<file path="src/rtl/tmr_pkg.sv">
package tmr_pkg;

  // Byte sequencer position of one channel
  typedef enum logic [2:0] {
    AS_LO  = 3'd0,  // low byte only
    AS_HI  = 3'd1,  // high byte only
    AS_WD0 = 3'd2,  // two-byte access, low byte next
    AS_WD1 = 3'd3,  // two-byte access, high byte next
    AS_LT0 = 3'd4,  // snapshot pending, low byte next
    AS_LT1 = 3'd5   // snapshot pending, high byte next
  } acc_st_t;

  // Access field of a control byte (bits 5:4)
  typedef enum logic [1:0] {
    ACC_SNAP = 2'd0,
    ACC_LO   = 2'd1,
    ACC_HI   = 2'd2,
    ACC_WORD = 2'd3
  } acc_cmd_t;

  function automatic acc_st_t first_state(acc_cmd_t acc);
    case (acc)
      ACC_HI:   first_state = AS_HI;
      ACC_WORD: first_state = AS_WD0;
      default:  first_state = AS_LO;
    endcase
  endfunction

endpackage

</file>
<file path="src/rtl/tmr_ctrl_decode.sv">
module tmr_ctrl_decode
  import tmr_pkg::*;
#(
  parameter int NUM_CH = 3,
  parameter int DW     = 8
) (
  input  logic [1:0]        bus_addr,
  input  logic [DW-1:0]     bus_wdata,
  input  logic              bus_wr,
  input  logic              bus_rd,
  output logic [NUM_CH-1:0] ctrl_sel,
  output logic [NUM_CH-1:0] dat_wr_sel,
  output logic [NUM_CH-1:0] dat_rd_sel,
  output acc_cmd_t          ctrl_acc,
  output logic [2:0]        ctrl_mode,
  output logic              ctrl_bcd
);

  localparam logic [1:0] CTRL_ADDR = 2'd3;

  logic       ctrl_wr;
  logic [1:0] ctrl_ch;

  assign ctrl_wr   = bus_wr && (bus_addr == CTRL_ADDR);
  assign ctrl_ch   = bus_wdata[7:6];
  assign ctrl_acc  = acc_cmd_t'(bus_wdata[5:4]);
  assign ctrl_mode = bus_wdata[3:1];
  assign ctrl_bcd  = bus_wdata[0];

  for (genvar i = 0; i < NUM_CH; i++) begin : g_sel
    // a channel code with no channel behind it selects nothing
    assign ctrl_sel[i]   = ctrl_wr && (ctrl_ch == 2'(i));
    assign dat_wr_sel[i] = bus_wr && (bus_addr == 2'(i));
    // write wins over a simultaneous read
    assign dat_rd_sel[i] = bus_rd && !bus_wr && (bus_addr == 2'(i));
  end

endmodule

</file>
<file path="src/rtl/tmr_chan_seq.sv">
module tmr_chan_seq
  import tmr_pkg::*;
#(
  parameter int DW = 8,
  parameter logic [2:0] MODE_INIT = 3'd3
) (
  input  logic            clk,
  input  logic            rst_n,
  input  logic            ctrl_sel,
  input  acc_cmd_t        ctrl_acc,
  input  logic [2:0]      ctrl_mode,
  input  logic            ctrl_bcd,
  input  logic            wr_sel,
  input  logic            rd_sel,
  input  logic [DW-1:0]   wdata,
  input  logic [2*DW-1:0] live_cnt,
  output logic [DW-1:0]   rd_byte,
  output logic            ld_pulse,
  output logic [2*DW-1:0] ld_val,
  output logic [2:0]      mode,
  output logic            bcd
);

  localparam int CW = 2 * DW;

  acc_st_t         st_q, st_d;
  acc_cmd_t        base_q, base_d;
  logic [CW-1:0]   snap_q, snap_d;
  logic [DW-1:0]   lo_hold_q, lo_hold_d;
  logic [CW-1:0]   ld_val_q, ld_val_d;
  logic            ld_pulse_q, ld_pulse_d;
  logic [2:0]      mode_q, mode_d;
  logic            bcd_q, bcd_d;
  logic            snapping;

  assign snapping = (st_q == AS_LT0) || (st_q == AS_LT1);

  // next-state logic
  always_comb begin
    st_d       = st_q;
    base_d     = base_q;
    snap_d     = snap_q;
    lo_hold_d  = lo_hold_q;
    ld_val_d   = ld_val_q;
    ld_pulse_d = 1'b0;
    mode_d     = mode_q;
    bcd_d      = bcd_q;
    if (ctrl_sel) begin
      if (ctrl_acc == ACC_SNAP) begin
        snap_d = live_cnt;
        st_d   = AS_LT0;
      end else begin
        mode_d = ctrl_mode;
        bcd_d  = ctrl_bcd;
        base_d = ctrl_acc;
        st_d   = first_state(ctrl_acc);
      end
    end else if (wr_sel) begin
      case (st_q)
        AS_LO: begin
          ld_val_d   = {{DW{1'b0}}, wdata};
          ld_pulse_d = 1'b1;
        end
        AS_HI: begin
          ld_val_d   = {wdata, {DW{1'b0}}};
          ld_pulse_d = 1'b1;
        end
        AS_WD0: begin
          lo_hold_d = wdata;
          st_d      = AS_WD1;
        end
        AS_WD1: begin
          ld_val_d   = {wdata, lo_hold_q};
          ld_pulse_d = 1'b1;
          st_d       = AS_WD0;
        end
        default: ; // snapshot pending: writes dropped
      endcase
    end else if (rd_sel) begin
      case (st_q)
        AS_WD0:  st_d = AS_WD1;
        AS_WD1:  st_d = AS_WD0;
        AS_LT0:  st_d = AS_LT1;
        AS_LT1:  st_d = first_state(base_q);
        default: ;
      endcase
    end
  end

  // registers
  always_ff @(posedge clk or negedge rst_n) begin
    if (!rst_n) begin
      st_q       <= AS_LO;
      base_q     <= ACC_LO;
      snap_q     <= '0;
      lo_hold_q  <= '0;
      ld_val_q   <= '0;
      ld_pulse_q <= 1'b0;
      mode_q     <= MODE_INIT;
      bcd_q      <= 1'b0;
    end else begin
      st_q       <= st_d;
      base_q     <= base_d;
      snap_q     <= snap_d;
      lo_hold_q  <= lo_hold_d;
      ld_val_q   <= ld_val_d;
      ld_pulse_q <= ld_pulse_d;
      mode_q     <= mode_d;
      bcd_q      <= bcd_d;
    end
  end

  // read byte selection
  always_comb begin
    case (st_q)
      AS_HI, AS_WD1: rd_byte = live_cnt[CW-1:DW];
      AS_LT0:        rd_byte = snap_q[DW-1:0];
      AS_LT1:        rd_byte = snap_q[CW-1:DW];
      default:       rd_byte = live_cnt[DW-1:0];
    endcase
  end

  assign ld_pulse = ld_pulse_q;
  assign ld_val   = ld_val_q;
  assign mode     = mode_q;
  assign bcd      = bcd_q;


  ld_from_write_chk: assert property (@(posedge clk) disable iff (!rst_n)
    ld_pulse_q |-> $past(wr_sel) && !$past(ctrl_sel));


  snap_wr_drop_chk: assert property (@(posedge clk) disable iff (!rst_n)
    (wr_sel && !ctrl_sel && snapping) |=> !ld_pulse_q && $stable(ld_val_q) && $stable(snap_q));


  snap_capture_chk: assert property (@(posedge clk) disable iff (!rst_n)
    (ctrl_sel && ctrl_acc == ACC_SNAP) |=> (snap_q == $past(live_cnt)) && (st_q == AS_LT0));


  ctrl_setup_chk: assert property (@(posedge clk) disable iff (!rst_n)
    (ctrl_sel && ctrl_acc != ACC_SNAP) |=> (mode_q == $past(ctrl_mode)) && (bcd_q == $past(ctrl_bcd)));

endmodule

</file>
<file path="src/rtl/tmr_rd_mux.sv">
module tmr_rd_mux #(
  parameter int NUM_CH = 3,
  parameter int DW     = 8
) (
  input  logic [1:0]           bus_addr,
  input  logic [NUM_CH*DW-1:0] ch_bytes,
  output logic [DW-1:0]        bus_rdata
);

  always_comb begin
    bus_rdata = '0;
    for (int i = 0; i < NUM_CH; i++) begin
      if (bus_addr == 2'(i)) bus_rdata = ch_bytes[i*DW +: DW];
    end
  end

endmodule

</file>
<file path="src/rtl/tmr_host_if.sv">
module tmr_host_if
  import tmr_pkg::*;
#(
  parameter int               NUM_CH    = 3,   // at most 3: address 3 is the control port
  parameter int               DW        = 8,
  parameter logic [2:0]       MODE_INIT = 3'd3,
  parameter logic [NUM_CH-1:0] GATE_INIT = 3'b011
) (
  input  logic                   clk,
  input  logic                   rst_n,
  input  logic [1:0]             bus_addr,
  input  logic [DW-1:0]          bus_wdata,
  input  logic                   bus_wr,
  input  logic                   bus_rd,
  output logic [DW-1:0]          bus_rdata,
  input  logic [NUM_CH*2*DW-1:0] live_cnt,
  output logic [NUM_CH-1:0]      load_pulse,
  output logic [NUM_CH*2*DW-1:0] load_val,
  output logic [NUM_CH*3-1:0]    ch_mode,
  output logic [NUM_CH-1:0]      ch_bcd,
  output logic [NUM_CH-1:0]      ch_gate
);

  localparam int CW = 2 * DW;
  localparam logic [1:0] CTRL_ADDR = 2'd3;

  logic [NUM_CH-1:0]    ctrl_sel, dat_wr_sel, dat_rd_sel;
  acc_cmd_t             ctrl_acc;
  logic [2:0]           ctrl_mode;
  logic                 ctrl_bcd;
  logic [NUM_CH*DW-1:0] ch_bytes;

  tmr_ctrl_decode #(.NUM_CH(NUM_CH), .DW(DW)) u_dec (
    .bus_addr   (bus_addr),
    .bus_wdata  (bus_wdata),
    .bus_wr     (bus_wr),
    .bus_rd     (bus_rd),
    .ctrl_sel   (ctrl_sel),
    .dat_wr_sel (dat_wr_sel),
    .dat_rd_sel (dat_rd_sel),
    .ctrl_acc   (ctrl_acc),
    .ctrl_mode  (ctrl_mode),
    .ctrl_bcd   (ctrl_bcd)
  );

  for (genvar i = 0; i < NUM_CH; i++) begin : g_ch
    tmr_chan_seq #(.DW(DW), .MODE_INIT(MODE_INIT)) u_seq (
      .clk       (clk),
      .rst_n     (rst_n),
      .ctrl_sel  (ctrl_sel[i]),
      .ctrl_acc  (ctrl_acc),
      .ctrl_mode (ctrl_mode),
      .ctrl_bcd  (ctrl_bcd),
      .wr_sel    (dat_wr_sel[i]),
      .rd_sel    (dat_rd_sel[i]),
      .wdata     (bus_wdata),
      .live_cnt  (live_cnt[i*CW +: CW]),
      .rd_byte   (ch_bytes[i*DW +: DW]),
      .ld_pulse  (load_pulse[i]),
      .ld_val    (load_val[i*CW +: CW]),
      .mode      (ch_mode[i*3 +: 3]),
      .bcd       (ch_bcd[i])
    );
  end

  tmr_rd_mux #(.NUM_CH(NUM_CH), .DW(DW)) u_mux (
    .bus_addr  (bus_addr),
    .ch_bytes  (ch_bytes),
    .bus_rdata (bus_rdata)
  );

  assign ch_gate = GATE_INIT;


  ctrl_read_zero_chk: assert property (@(posedge clk) disable iff (!rst_n)
    (bus_rd && bus_addr == CTRL_ADDR) |-> (bus_rdata == '0));


  single_load_chk: assert property (@(posedge clk) disable iff (!rst_n)
    $onehot0(load_pulse));

endmodule

</file>
<file path="config.mk">
export PLATFORM = sky130hd
export DESIGN_NAME = tmr_host_if
export DESIGN_NICKNAME = d
export VERILOG_FILES = /design/src/rtl/tmr_pkg.sv /design/src/rtl/tmr_ctrl_decode.sv /design/src/rtl/tmr_chan_seq.sv /design/src/rtl/tmr_rd_mux.sv /design/src/rtl/tmr_host_if.sv
export SDC_FILE = /design/constraint.sdc
export NUM_CORES = 1
export LEC_CHECK = 0
export BUFFER_PORTS_ARGS = -buffer_cell sky130_fd_sc_hd__buf_4
export CORE_MARGIN = 2
export CORE_UTILIZATION = 30
export DETAILED_ROUTE_END_ITERATION = 6
export SLEW_MARGIN = 10
export SYNTH_ARGS = -nofsm -noshare
export SYNTH_HDL_FRONTEND = slang
export SYNTH_SLANG_ARGS = --single-unit
</file>
<file path="constraint.sdc">
create_clock -name clk -period 4.4 [get_ports clk]
set_input_delay 0.88 -clock clk [delete_from_list [all_inputs] [get_ports clk]]
set_output_delay 0.88 -clock clk [all_outputs]
set_load 0.005 [all_outputs]
</file>
### Yosys cells after proc, flatten, opt, wreduce, memory -nomap -nowiden

Cells that the tools add are included.

| word-level totals | value |
|---|---|
| register bits after elaboration | 150 |
| output and inout bits | 74 |
| word-level logic and storage cells | 145 |

| cells by class | value |
|---|---|
| eq/ne operators | 34 |
| mux-type cells | 38 |
| bitwise operators | 4 |
| reductions and logical operators | 45 |

Operator list:

| cell | count |
|---|---|
| one-hot mux 16 bit (3 select lines) | 3 |
| one-hot mux 8 bit (3 select lines) | 3 |
| one-hot mux 3 bit (4 select lines) | 3 |
| two-way mux 3 bit | 10 |
| AND reduction 3 bit | 9 |
| two-way mux 8 bit | 3 |
| == test 2 bit (second input constant) | 11 |
| == test 3 x 2 -> 1 bit (second input constant) | 6 |
| == test 3 bit (second input constant) | 6 |
| inequality test 6 x 5 -> 1 bit (second input constant) | 3 |
| one-hot mux 3 bit (2 select lines) | 3 |
| nonzero test 3 bit | 6 |
| one-hot mux 2 bit (2 select lines) | 4 |
| inequality test 4 x 3 -> 1 bit (second input constant) | 3 |
| AND reduction 2 bit | 6 |
| logical AND 1 bit | 11 |
| == test 3 x 1 -> 1 bit (second input constant) | 3 |
| logical NOT 3 bit | 3 |
| two-way mux 1 bit | 9 |
| OR reduction 3 bit | 3 |
| logical NOT 2 bit | 3 |
| OR reduction 2 bit | 3 |
| == test 2 x 1 -> 1 bit (second input constant) | 2 |
| inverter 1 bit | 4 |
| logical NOT 1 bit | 1 |

### Logic depth before layout (Yosys ltp)

Gate-level depths: netlist (run 1).

| depth | value |
|---|---|
| depth in word-level cells | 6 |
| gate-level depth with buffers | 7 |
| gate-level depth less buffers | 4 |

### Hierarchy

Synthesis (run 1) repeated with hierarchy kept, for this count alone.

| second synthesis, totals | value |
|---|---|
| cells, all modules | 630 |
| area total of the unflattened synthesis | 7712.4 um^2 |

Modules (own cells, without submodules):

| module | times used | cells each | area each (um^2) | sequential area each (um^2) |
|---|---|---|---|---|
| tmr_chan_seq | 3 | 196 | 2446.1 | 1255.0 |
| tmr_rd_mux | 1 | 20 | 197.7 | 0.0 |
| tmr_ctrl_decode | 1 | 17 | 146.4 | 0.0 |
| tmr_host_if | 1 | 5 | 30.0 | 0.0 |

### Worst setup path before layout (run 1)

Ideal clock, no wire load.

| timing path | value |
|---|---|
| path type | in2out |
| from | input bus_addr[0] |
| to | output bus_rdata[1] |
| data arrival time | 1.889 ns |
| data required time | 3.520 ns |
| setup slack | 1.631 ns |
| cell stages on the path | 6 |
| buffers on the path | 2 |
| cells stage by stage | buf_4 nor2b_1 clkbuf_1 o221a_2 o21ai_0 o211ai_1 |

| between the ends | value |
|---|---|
| cells in the longest elaborated chain, start to end | 4 |
| elaborated cells between the ends (all ways) | 6 |
| classes of those cells | 2 x eq/ne; 3 x mux; 1 x reduce/logical |

Ends and longest elaborated chain:

| element | line | source |
|---|---|---|
| start, declared | tmr_host_if.sv:11 | `input logic [1:0] bus_addr,` |
| logical NOT 2 bit | tmr_rd_mux.sv:13 | `if (bus_addr == 2'(i)) bus_rdata = ch_bytes[i*DW +: DW];` |
| two-way mux 8 bit (2 in a row) | tmr_rd_mux.sv:13 |  |
| two-way mux 8 bit * | tmr_rd_mux.sv:13 |  |
| end, declared | tmr_host_if.sv:15 | `output logic [DW-1:0] bus_rdata,` |

Every way passes the cells marked *; elsewhere a longest branch is shown, timed or not.

### Worst setup path in the final report (run 1)

| timing path | value |
|---|---|
| from | register g_ch[1].u_seq.st_q[2] |
| to | output bus_rdata[6] |

| between the ends | value |
|---|---|
| cells in the longest elaborated chain, start to end | 5 |
| elaborated cells between the ends (all ways) | 8 |
| classes of those cells | 4 x eq/ne; 3 x mux; 1 x reduce/logical |

Ends and longest elaborated chain:

| element | line | source |
|---|---|---|
| start, declared | tmr_chan_seq.sv:26 | `acc_st_t st_q, st_d;` |
| start signal, assigned | tmr_chan_seq.sv:102 | `st_q <= st_d;` |
| == test 3 x 1 -> 1 bit / == test 3 x 2 -> 1 bit (equally long branches) | tmr_chan_seq.sv:115 | `case (st_q)` |
| OR reduction 2 bit | tmr_chan_seq.sv:115 |  |
| one-hot mux 8 bit (3 select lines) * | tmr_chan_seq.sv:115 |  |
| two-way mux 8 bit * (2 in a row) | tmr_rd_mux.sv:13 |  |

Marks and branches as above.

==> flow_summary.yaml, run 1 <==
status:
  outcome: "completed"
min_path:
  whs_path_depth: 2
  min_from: "g_ch[0].u_seq.ld_val[11]$_DFFE_PN0P_"
  hold_path.class: "flop to flop"
routing:
  vias: 5311
  ant_nets: 0
  drtIter0Drc: 461
  first_pass_iters: 5
  wire_per_inst_microns: 17.52
  drc_errors: 0
  via_per_inst: 4.846
  routed_wl_microns: 19200
yosys:
  synth_edf_count: 0
  async_reset_ff_share_pct: 100.0
  ys.flop_type: "dfrtp_1"
  ys_seq_elements: 150
  syn_inst: 662
  syn_area_per_cell_sq_um: 10.79
  syn_area_sq_mm: 0.007141
  ys_types: 48
  yosys_warnings: 0
  ys_seq_area_share_pct: 52.72
timing:
  rsz0062_at_grt: "no"
  tightest_slew_ns: 0.9144
  hold_viol_final: 0
  fin_ws_ns: 0.9476
  slew_headroom_pct: 39.04
  finalHoldWorstSlack_ns: 0.4663
  fin_crit_ns: 3.452
  max_freq_mhz: 289.7
  setup_viol: 0
  fin_skew_ns: 0.007501
  drv_slew: 0
  fin_crit_sh_pct: 78.46
  fin_tns_setup_ns: 0
worst_setup_path:
  worstPathCellList: "nand2b_1, nand2_1, o21ai_0, o211ai_1, buf_4"
  critPathKind: "flop to output pin"
  crit_fanout: 25
  r2r_end: "g_ch[2].u_seq.ld_val[10]$_DFFE_PN0P_"
  end_kind: "output pin"
  cp.depth: 5
  rr_worst_depth: 4
  critPathArrivalTime_ns: 2.57
  path_buf_inv: 1
  r2r_slack_ns: 2.23
  startpoint_type: "flop"
  crit_start: "g_ch[1].u_seq.st_q[2]$_DFFE_PN0P_"
  crit_family: "simple AND/OR/NAND/NOR gates"
  crit_end: "bus_rdata[6]"
  max_stage_delay_ns: 0.72
  required_ns: 3.52
  cpMaxStageDelayCell: "nand2b_1"
  reg2reg_from: "g_ch[2].u_seq.st_q[0]$_DFFE_PN0P_"
pwr:
  total_power_uw: 4937
  cellPowerDensity_mw_per_mm2: 552.4
  power.leakage_uw: 0.004142
  max-vdd-ir-drop_mv: 0.2079
cells_and_area:
  mostFrequentLayoutCell: "dfrtp_1"
  layout-drive-gt1-share_pct: 39.12
  finalInstanceArea_sq_mm: 0.008937
  diodes: 0
  mostFrequentLayoutCells: "dfrtp_1 (141), buf_4 (140), mux2_2 (103)"
  fin_nets: 826
  area_growth_pct: 25.16
clock_tree:
  ctsResizeCount: 0
  cts_root_buf: "clkbuf_16"
  cts_buffers: 17
  clk_pin_slew_worst_paths_ns: 0.06
  clockBufferDepth: 2
  clk_latency_ns: 0.42
  clock-sinks: 150
  h-tree-depth: 4
  post-cts-setup-buffers: 0
  cts-hold-fix-buffers: 0
  tritoncts: "done"
floorplan:
  io_pins: 136
  core_sq_mm: 0.02340
  dieArea_sq_mm: 0.02505
  start_util_pct: 30.51
  die_x_microns: 158.3
  rows: 56
  die_y_microns: 158.3
global_routing:
  grt_util_met1_pct: 21.60
  use_met3_pct: 4.192
  overflow: 0
  grt.busiest_layer: "met2"
  grt_max_degree: 97
  antenna_found_initial: 0
  grt_use_met2_pct: 24.84
  grt_pass1_wl_microns: 30370
  grt_pass1_vias: 5185
  gr-usage-all-layers_pct: 16.02
place:
  place_area_sq_mm: 0.008323
  gp_congestion: 0.9109
  hpwlAfterDp_microns: 13520
  dp_slack_ns: 1.066
  numPortBuffers: 132
flow_run:
  cap_violations: 0
[kinds of logic (layout without fill, tap and decap cells)]
group                  after synthesis  count (layout)  share of synthesized area [%]
other                                2               3                         0.1052
buffers and inverters               65             179                          4.275
muxes                              105             105                          16.54
AOI/OAI and AO/OA                  156             156                          14.14
and+or+nand+nor                    184             184                          12.21
DFF                                150             150                          52.72
[metal layers]
| layer | up-vias | share of wire (%) |
|---|---|---|
| met3 | 21 | 5.6 |
| li1 | 2549 | - |
| met5 | - | 0 |
| met1 | 2613 | 46 |
| met2 | 128 | 47 |
| met4 | 0 | 1.7 |
[per-stage QoR]
stage          utilization [%]  std cells
2_1_floorplan                -        663
3_3_place_gp             35.56       1064
3_5_place_dp             35.56       1064
4_1_cts                  38.19       1096
5_1_grt                  38.19       1096
6_report                 38.19       1096
[registers in the layout, summed over array words and instances (netlist names)]
| name | count |
|---|---|
| g_ch.u_seq.ld_pulse | 3 |
| g_ch.u_seq.lo_hold_q | 24 |
| g_ch.u_seq.mode | 9 |
| g_ch.u_seq.st_q | 9 |
| g_ch.u_seq.ld_val | 48 |
| g_ch.u_seq.base_q | 6 |
| g_ch.u_seq.bcd | 3 |
| g_ch.u_seq.snap_q | 48 |
[report_power, final]
part / total [uW] / internal, uW / switching, uW / leakage, uW
combinational: 1390 / 730 / 663 / 0.00192
sequential: 2010 / 1760 / 241 / 0.00194
clock: 1540 / 951 / 587 / 0.000287
total: 4940 / 3450 / 1490 / 0.00414
[cells in the mapped netlist (all sizes together) (9+ instances only)]
| library cell | number | area, sq um |
|---|---|---|
| o211ai | 11 | 82.58 |
| nor2 | 30 | 112.6 |
| o22ai | 10 | 62.56 |
| o21ai | 66 | 330.3 |
| a21oi | 27 | 135.1 |
| dfrtp | 141 | 3528 |
| mux2 | 104 | 1171 |
| a22o | 12 | 105.1 |
| buf | 19 | 132.6 |
| clkbuf | 40 | 150.1 |
| nand2b | 12 | 75.07 |
| dfstp | 9 | 236.5 |
| nand2 | 97 | 364.1 |
| o221a | 15 | 168.9 |
| nand3 | 19 | 100.1 |
[worst min-delay path by stage]
stage and endpoint:
2_1_floorplan g_ch[2].u_seq.lo_hold_q[5]$_DFFE_PN0P_, 3_3_place_gp g_ch[0].u_seq.ld_val[8]$_DFFE_PN0P_, 3_5_place_dp g_ch[0].u_seq.ld_val[9]$_DFFE_PN0P_, 4_1_cts g_ch[0].u_seq.ld_val[9]$_DFFE_PN0P_
5_1_grt g_ch[0].u_seq.ld_val[9]$_DFFE_PN0P_, 6_report g_ch[0].u_seq.ld_val[11]$_DFFE_PN0P_
[final cells by class]
cell class                 count  area [sq um]
clock buffer                  20         436.7
tap                          319         399.1
inverter                       6         22.52
sequential                   150          3765
clock inverter                12         177.7
timing repair buffer         141          1062
fill                        2354         14470
multi-input combinational    448          3074
[tightest hold or removal path, cell delays in order (launching register included)]
cell,delay (ns)
dfrtp_1,0.34
nand2_1,0.05
nand2_1,0.05
No activity file was read; power rests on OpenSTA's default activity.
==> run 2: changes to the inputs <==
==> constraint.sdc (replaced) <==
create_clock -name clk -period 3.3 [get_ports clk]
set_input_delay 0.66 -clock clk [delete_from_list [all_inputs] [get_ports clk]]
set_output_delay 0.66 -clock clk [all_outputs]
set_load 0.005 [all_outputs]
==> run 2 against run 1 <==
Effect of this change:
- flip-flop and latch count unchanged
- global-route usage decreased by 0.32 points
- sequential share of layout area decreased by 0.55 points
- worst setup slack got worse by 0.57 ns
- combinational power increased by 32%
- highest routed layer unchanged
- clock power increased by 43%
- register-to-register slack got worse by 1.1 ns
- clock skew about the same
- cell area increased by 1.3%
==> flow_summary.yaml, run 2 (synthesis gave the netlist of run 1 again) <==
status:
  outcome: "completed"
timing:
  fin_crit_sh_pct: 88.57
  tightest_slew_ns: 0.8880
  rsz0062_at_grt: "no"
  setup_viol: 0
  slew_headroom_pct: 40.80
  max_freq_mhz: 342.1
  fin_skew_ns: 0.007189
  fin_tns_setup_ns: 0
  fin_crit_ns: 2.923
  drv_slew: 0
  hold_viol_final: 0
pwr:
  p_comb_share_pct: 27.2
  cellPowerDensity_mw_per_mm2: 744.6
  switching_share_pct: 29.33
  switchingPower_uw: 1977
  pwr-share-clk_pct: 32.6
  power.leakage_uw: 0.004220
  internal_power_uw: 4765
  max-vdd-ir-drop_mv: 0.2725
  seqPwrFrac_pct: 40.2
cells_and_area:
  mostFrequentLayoutCells: "buf_4 (149), dfrtp_1 (141), mux2_2 (103)"
  area_growth_pct: 26.81
  mostFrequentLayoutCell: "buf_4"
  seq_area_sq_mm: 0.003765
  fillers: 2366
  multi_input_area_sq_mm: 0.003074
  layout-drive-gt1-share_pct: 39.82
  diodes: 0
  fin_util_pct: 38.69
  fin_nets: 835
  final_cell_count_no_fill: 1105
worst_setup_path:
  cpMaxStageDelayCell: "dfrtp_1"
  max_stage_delay_ns: 0.58
  startpoint_type: "flop"
  end_kind: "output pin"
  rr_worst_depth: 5
  worstPathCellList: "nand2b_1, nand2_1, o22ai_1, o211ai_1, buf_4"
  required_ns: 2.64
  critPathArrivalTime_ns: 2.26
  crit_fanout: 13
  critPathKind: "flop to output pin"
routing:
  first_pass_iters: 5
  routed_wl_microns: 19050
  drtIter0Drc: 247
  drc_errors: 0
  ant_nets: 0
  vias: 5384
  via_per_inst: 4.872
  wire_per_inst_microns: 17.24
clock_tree:
  clockBufferDepth: 2
  post-cts-setup-buffers: 0
  ctsResizeCount: 0
  cts_root_buf: "clkbuf_16"
  cts_buffers: 17
  h-tree-depth: 4
  cts-hold-fix-buffers: 0
  tritoncts: "done"
  clk_pin_slew_worst_paths_ns: 0.07
  clock-sinks: 150
  clk_latency_ns: 0.43
floorplan:
  dieArea_sq_mm: 0.02505
  die_x_microns: 158.3
  rows: 56
  start_util_pct: 30.51
  die_y_microns: 158.3
  io_pins: 136
  core_sq_mm: 0.02340
global_routing:
  antenna_found_initial: 0
  overflow: 0
  grt_pass1_vias: 5331
  gr-usage-all-layers_pct: 15.70
  grt_max_degree: 67
  grt_pass1_wl_microns: 29840
place:
  numPortBuffers: 132
  hpwlAfterDp_microns: 13550
  gp_congestion: 0.8543
  dp.cells: 1073
flow_run:
  cap_violations: 0
min_path:
  hold_path.class: "primary input to asynchronous set/reset pin"
run 2: cell types whose count changed in the layout (fill, tap and decap cells not counted):
cell        delta
clkinv_4       +3
clkinvlp_4     -3
inv_6          -1
clkinv_2       -1
buf_4          +9
bufinv_16      +2
run 2: per-stage QoR:
step	setup slack, ns	total power, uW	area [sq um]	hold slack, ns
floorplan	0.9708	3678	7144	0.3644
global placement	0.6933	4563	8391	0.4550
detailed placement	0.7030	4607	8391	0.4661
CTS	0.3635	6836	9055	0.2395
global route	0.1924	7140	9055	0.2777
finish	0.3772	6742	9055	0.2240
run 2: power by group through the flow:
stage          combinational, uW  clock [uW]  sequential (uW)
2_1_floorplan               1040           0             2630
3_3_place_gp                1830           0             2730
3_5_place_dp                1860           0             2750
4_1_cts                     1860        2260             2720
5_1_grt                     2040        2320             2780
6_report                    1830        2200             2710
run 2: path summary, 6_finish.rpt:
kind | endpoint | slack, ns | startpoint
worst max-delay path | bus_rdata[4] | 0.38 | g_ch[0].u_seq.st_q[1]$_DFFE_PN0P_
max in group asynchronous | g_ch[2].u_seq.st_q[1]$_DFFE_PN0P_ | 2.17 | rst_n
min in group clk | g_ch[1].u_seq.snap_q[4]$_DFFE_PN0P_ | 0.47 | live_cnt[20]
worst min register to register | g_ch[0].u_seq.ld_val[13]$_DFFE_PN0P_ | 0.48 | g_ch[0].u_seq.ld_val[13]$_DFFE_PN0P_
worst min-delay path | g_ch[1].u_seq.snap_q[7]$_DFFE_PN0P_ | 0.22 | rst_n
worst max register to register | g_ch[1].u_seq.ld_val[14]$_DFFE_PN0P_ | 1.15 | g_ch[1].u_seq.st_q[0]$_DFFE_PN0P_
run 2: critical path, delay by kind of cell, from the launching register on:
family                 cells  cell delay, ns
and+or+nand+nor            2            0.72
buffers and inverters      1            0.17
DFF                        1            0.58
AOI/OAI and AO/OA          2            0.36
run 2: area by class of cell:
class                   count  share of cell area [%]
clock inverters            12                   2.515
well taps                 319                   4.408
repair buffers            150                   12.48
multi-input cells         448                   33.95
inverters                   6                  0.2487
flip-flops and latches    150                   41.58
clock buffers              20                   4.822
run 2: per-layer routing:
metal	track usage, %	up-vias	share of wire, %
li1	-	2563	-
met1	20.52	2688	45
met2	25.53	112	49
met3	3.783	21	4.7
met4	5.448	0	1.5
met5	0	-	0
